`config.mk`:
```
export PLATFORM = sky130hd
export DESIGN_NAME = ppio_top
export DESIGN_NICKNAME = d
export VERILOG_FILES = /design/src/rtl/ppio_pkg.sv /design/src/rtl/ppio_ctl.sv /design/src/rtl/ppio_dp.sv /design/src/rtl/ppio_top.sv
export SDC_FILE = /design/constraint.sdc
export NUM_CORES = 1
export LEC_CHECK = 0
export BUFFER_PORTS_ARGS = -buffer_cell sky130_fd_sc_hd__buf_2
export CAP_MARGIN = 10
export CORE_AREA = 2 2 68 102
export DETAILED_ROUTE_END_ITERATION = 16
export DIE_AREA = 0 0 70 104
export HOLD_SLACK_MARGIN = 0.02
export SETUP_SLACK_MARGIN = 0.3
export SLEW_MARGIN = 20
export SYNTH_ARGS = -nofsm -noshare
export SYNTH_HDL_FRONTEND = slang
export SYNTH_SLANG_ARGS = --single-unit
export TNS_END_PERCENT = 50
```
`constraint.sdc`:
```
create_clock -name clk -period 1.7 [get_ports clk]
set_input_delay 0.085 -clock clk [delete_from_list [all_inputs] [get_ports clk]]
set_output_delay 0.085 -clock clk [all_outputs]
set_load 0.01 [all_outputs]
```
`src/rtl/ppio_pkg.sv`:
```
package ppio_pkg;
  localparam int DATA_W = 8;
  localparam int HALF_W = DATA_W / 2;
  localparam int IDX_W  = $clog2(DATA_W);

  typedef enum logic [1:0] {
    SEL_A   = 2'd0,
    SEL_B   = 2'd1,
    SEL_C   = 2'd2,
    SEL_CMD = 2'd3
  } sel_e;

  typedef struct packed {
    logic wrA;
    logic wrB;
    logic wrC;
    logic modeWr;
    logic bsrWr;
    sel_e rdSel;
  } strobe_t;
endpackage

```
`src/rtl/ppio_ctl.sv`:
```
module ppio_ctl
  import ppio_pkg::*;
(
  input  logic       clk,
  input  logic       rstN,
  input  logic       csN,
  input  logic       rdN,
  input  logic       wrN,
  input  logic [1:0] addr,
  input  logic [3:0] cmdBits,   // {bit7, bit6, bit5, bit2} of the write data
  output strobe_t    strb,
  output logic       dbOe
);
  logic wrHit;
  logic cmdWr;
  logic rsvdClear;
  sel_e sel;

  assign sel       = sel_e'(addr);
  assign wrHit     = !csN && !wrN;
  assign cmdWr     = wrHit && (sel == SEL_CMD);
  assign rsvdClear = (cmdBits[2:0] == 3'b000);

  always_comb begin
    strb        = '0;
    strb.rdSel  = sel;
    strb.wrA    = wrHit && (sel == SEL_A);
    strb.wrB    = wrHit && (sel == SEL_B);
    strb.wrC    = wrHit && (sel == SEL_C);
    strb.modeWr = cmdWr && cmdBits[3] && rsvdClear;
    strb.bsrWr  = cmdWr && !cmdBits[3];
  end

  assign dbOe = !csN && !rdN && wrN && (sel != SEL_CMD);

  // at most one register is written per cycle
  p_one_target_r1: assert property (@(posedge clk) disable iff (!rstN)
    $onehot0({strb.wrA, strb.wrB, strb.wrC, strb.modeWr, strb.bsrWr}));
endmodule

```
`src/rtl/ppio_dp.sv`:
```
module ppio_dp
  import ppio_pkg::*;
(
  input  logic              clk,
  input  logic              rstN,
  input  strobe_t           strb,
  input  logic [DATA_W-1:0] dbIn,
  input  logic [DATA_W-1:0] paIn,
  input  logic [DATA_W-1:0] pbIn,
  input  logic [DATA_W-1:0] pcIn,
  output logic [DATA_W-1:0] rdData,
  output logic [DATA_W-1:0] paOut,
  output logic              paOe,
  output logic [DATA_W-1:0] pbOut,
  output logic              pbOe,
  output logic [DATA_W-1:0] pcOut,
  output logic [DATA_W-1:0] pcOe
);
  logic              dirA, dirB;   // 1 = input
  logic [1:0]        dirC;         // [1] upper half, [0] lower half
  logic [DATA_W-1:0] latA, latB, latC;
  logic [DATA_W-1:0] rdC;
  logic [IDX_W-1:0]  bitIdx;

  assign bitIdx = dbIn[IDX_W:1];

  always_ff @(posedge clk or negedge rstN) begin
    if (!rstN) begin
      dirA <= 1'b1;
      dirB <= 1'b1;
      dirC <= 2'b11;
    end else if (strb.modeWr) begin
      dirA <= dbIn[4];
      dirC <= {dbIn[3], dbIn[0]};
      dirB <= dbIn[1];
    end
  end

  always_ff @(posedge clk or negedge rstN) begin
    if (!rstN) begin
      latA <= '0;
      latB <= '0;
      latC <= '0;
    end else if (strb.modeWr) begin
      latA <= '0;
      latB <= '0;
      latC <= '0;
    end else begin
      if (strb.wrA) latA <= dbIn;
      if (strb.wrB) latB <= dbIn;
      if (strb.wrC) latC <= dbIn;
      else if (strb.bsrWr) latC[bitIdx] <= dbIn[0];
    end
  end

  for (genvar h = 0; h < 2; h++) begin : g_half
    assign pcOe[h*HALF_W +: HALF_W] = {HALF_W{~dirC[h]}};
    assign rdC[h*HALF_W +: HALF_W]  = dirC[h] ? pcIn[h*HALF_W +: HALF_W]
                                              : latC[h*HALF_W +: HALF_W];
  end

  always_comb begin
    unique case (strb.rdSel)
      SEL_A:   rdData = dirA ? paIn : latA;
      SEL_B:   rdData = dirB ? pbIn : latB;
      SEL_C:   rdData = rdC;
      default: rdData = '0;
    endcase
  end

  assign paOut = latA;
  assign pbOut = latB;
  assign pcOut = latC;
  assign paOe  = ~dirA;
  assign pbOe  = ~dirB;

  // a direction word leaves every latch at zero
  p_mode_clears_r6: assert property (@(posedge clk) disable iff (!rstN)
    strb.modeWr |=> (latA == '0) && (latB == '0) && (latC == '0));

  // a bit command alters at most one port C latch bit, and never A or B
  p_bsr_single_r7: assert property (@(posedge clk) disable iff (!rstN)
    strb.bsrWr |=> ($countones(latC ^ $past(latC)) <= 1) && $stable(latA) && $stable(latB));
endmodule

```
`src/rtl/ppio_top.sv`:
```
module ppio_top
  import ppio_pkg::*;
(
  input  logic              clk,
  input  logic              rstN,
  input  logic              csN,
  input  logic              rdN,
  input  logic              wrN,
  input  logic [1:0]        addr,
  input  logic [DATA_W-1:0] dbIn,
  output logic [DATA_W-1:0] dbOut,
  output logic              dbOe,
  input  logic [DATA_W-1:0] paIn,
  output logic [DATA_W-1:0] paOut,
  output logic              paOe,
  input  logic [DATA_W-1:0] pbIn,
  output logic [DATA_W-1:0] pbOut,
  output logic              pbOe,
  input  logic [DATA_W-1:0] pcIn,
  output logic [DATA_W-1:0] pcOut,
  output logic [DATA_W-1:0] pcOe
);
  strobe_t strb;

  ppio_ctl u_ctl (
    .clk     (clk),
    .rstN    (rstN),
    .csN     (csN),
    .rdN     (rdN),
    .wrN     (wrN),
    .addr    (addr),
    .cmdBits ({dbIn[7], dbIn[6], dbIn[5], dbIn[2]}),
    .strb    (strb),
    .dbOe    (dbOe)
  );

  ppio_dp u_dp (
    .clk    (clk),
    .rstN   (rstN),
    .strb   (strb),
    .dbIn   (dbIn),
    .paIn   (paIn),
    .pbIn   (pbIn),
    .pcIn   (pcIn),
    .rdData (dbOut),
    .paOut  (paOut),
    .paOe   (paOe),
    .pbOut  (pbOut),
    .pbOe   (pbOe),
    .pcOut  (pcOut),
    .pcOe   (pcOe)
  );

  // without chip select, pin-side state holds
  p_no_cs_hold_r2: assert property (@(posedge clk) disable iff (!rstN)
    csN |=> $stable(paOut) && $stable(pbOut) && $stable(pcOut)
            && $stable(paOe) && $stable(pbOe) && $stable(pcOe));

  // the bus is driven only during a selected read
  p_bus_quiet_r3: assert property (@(posedge clk) disable iff (!rstN)
    (csN || rdN) |-> !dbOe);
endmodule

```
==> flow_summary.ini <==
[power]
p_total_uw = 2160
vdd_drop_max_mv = 0.314
leakage_uw = 0.00129
p_per_area_nw_per_um2 = 846

[status]
failed_checks = setup timing
status = finished, violations left

[synth]
ys_seq_area_share_pct = 36.9
netlist_instances = 208
asyncSetResetFlopFracSynth_pct = 100
ys.flop_type = dfrtp_1
syn-num-nets = 247
yosysUniqueCellTypes = 38
syn_area_per_cell_um2 = 9.19
synth_seq_cells = 28
synth_area_um2 = 1910
synth_warnings = 0
synth_edf_count = 0

[cells_and_area]
finalNetCount = 328
mostFrequentLayoutCells = buf_2, dfrtp_1, mux2i_1
final_common_cell = buf_2
final_cell_area_um2 = 2550
syn2layout_area_growth_pct = 33.4
num_antenna_cells = 0
instances_no_fill = 364
drive_gt1_share_pct = 46.5

[worst_setup_path]
slowest_stage = dfstp_2
critPathKind = reg2out
crit_path_max_fanout = 4
arrival_ps = 1670
cp-start-kind = flop
cp.required_ps = 1620
crit_chain = buf_6 -> mux2_2 -> o21ai_2 -> o22ai_1 -> buf_2
max_stage_delay_ps = 570
end_kind = output pin

[floorplanning]
pin_count = 82
dieHeight_um = 104
die_x_um = 70
die_area_um2 = 7280
core_area_um2 = 6400
fp-row-count = 36
start_util_pct = 29.9

[clock_tree]
cts_buffer_depth = 2
clk_pin_slew_ps = 90
cts_buffers = 3
cts_tree = built
cts_root_buf = clkbuf_8
cts.htree.levels = 1
clk_latency_ps = 270
clock-sinks = 28

[timing]
hold_viol_final = 0
slew_violations = 0
setup-violations-final = 8
tightest_slew_ps = 630
skew_ps = 0
rsz0062_at_grt = true
fin_crit_ps = 1750
fmax_mhz = 571
slew_headroom_pct = 58.0
fin_ws_ps = -50.8
fin_crit_sh_pct = 103

[flow_run]
maxCapViolations = 0

[detailed_routing]
vias = 1869
first_pass_iters = 4
routed_wirelength_mm = 6.20
drc_errors = 0
routedWlPerCell_um = 17.0
viasPerCell = 5.13
detail-route-antenna-nets = 0
drtIter0Drc = 137

[place]
place_congestion = 0.829
dp_cells = 355
dpl_cell_area_um2 = 2400
io_buffers = 81
dp_hpwl_mm = 4.79

[grt]
grt_pass1_wl_mm = 9.78
antenna_found_initial = 0
grt_usage_pct = 17.0
grt_max_degree = 29
grt_pass1_vias = 1902
grt_overflow = 0

[worst_hold_path]
hp-class = in2reg
## through the flow
| step | worst slack (ps) | setup TNS, ps | hold slack [ps] | utilization (%) |
|---|---|---|---|---|
| 2_1_floorplan | 254 | 0 | -211 | - |
| 3_3_place_gp | 192 | 0 | 146 | 37.5 |
| 3_5_place_dp | 161 | 0 | 155 | 37.5 |
| 4_1_cts | -50.4 | -314 | 59.3 | 39.1 |
| 5_1_grt | -103 | -654 | 86.1 | 39.8 |
| 6_report | -50.8 | -203 | 68.6 | 39.8 |
## worst max-delay path, delay by kind of cell (launching register included)
family	cells	cell delay (ps)
buffers and inverters	2	290
AO/OA/AOI/OAI	2	200
flip-flops	1	570
multiplexers	1	340
## cell usage after synthesis, types with 2 or more instances
cell type | n | area share, %
a31oi_1 | 2 | 0.65
nor4_1 | 2 | 0.65
a21oi_1 | 7 | 1.8
dfstp_2 | 4 | 5.5
o31ai_1 | 4 | 1.6
a41oi_1 | 2 | 0.92
nand2_1 | 20 | 3.9
nand2b_1 | 3 | 0.98
clkbuf_1 | 12 | 2.4
mux2i_1 | 23 | 12
inv_1 | 9 | 1.8
buf_2 | 4 | 1.0
o22ai_1 | 8 | 2.6
o2bb2ai_1 | 3 | 1.4
nand3_1 | 5 | 1.3
buf_4 | 7 | 2.8
nor2_1 | 15 | 2.9
o211ai_1 | 2 | 0.79
dfrtp_1 | 24 | 31
o21ai_0 | 19 | 5.0
a32o_1 | 2 | 1.0
mux2_1 | 2 | 1.2
mux2_2 | 12 | 7.1
nor2b_1 | 3 | 0.98
## worst paths after layout
kind	start	endpoint	slack (ps)	depth (start not counted)
max	u_dp.dirA	dbOut[1]	-50	5
min	dbIn[4]	u_dp.dirA	70	3
max reg2reg	u_dp.dirB	u_dp.dirB	640	3
min reg2reg	u_dp.paOut[6]	u_dp.paOut[6]	550	1
max in group asynchronous	rstN	u_dp.pbOut[5]	930	2
min in group asynchronous	rstN	u_dp.pcOut[3]	350	2
## power breakdown
group	switching, uW	internal, uW	total, uW	leakage (uW)
Clock	200	168	368	0.0000228
Sequential	138	815	953	0.000334
Combinational	429	406	835	0.000933
## flip-flops by register name (all words and copies together) (netlist names)
name / cells
u_dp.dirA: 1
u_dp.dirC: 2
u_dp.paOut: 8
u_dp.pbOut: 8
u_dp.pcOut: 8
u_dp.dirB: 1
## per-layer routing
layer	vias to the layer above	share of wire (%)	GRT usage (%)
met3	13	3.7	1.74
li1	902	-	-
met2	53	56	31.6
met4	0	2.8	7.42
met1	901	37	19.1
met5	-	0	0
## repair_timing
action,CTS,global route
buffers inserted,3,1
cloned,0,0
endpoints found under the hold margin,24,0
hold buffers,1,0
gates resized for setup,15,11
setup endpoints to repair,8,8
pin swaps,2,3
## logic make-up after synthesis
logic type | after synthesis | synth area share (%)
buf+inv | 33 | 8.51
flops | 28 | 36.9
mux | 38 | 21.1
compound gates | 53 | 17.7
simple gates | 56 | 15.8
## final cells by class
type / count / area (um2)
clock buffers: 4 / 45.0
fillers: 663 / 3850
inverters: 9 / 33.8
multi-input cells: 147 / 1110
flip-flops and latches: 28 / 706
well taps: 76 / 95.1
repair buffers: 100 / 562
No activity file was read; power rests on OpenSTA's default activity.
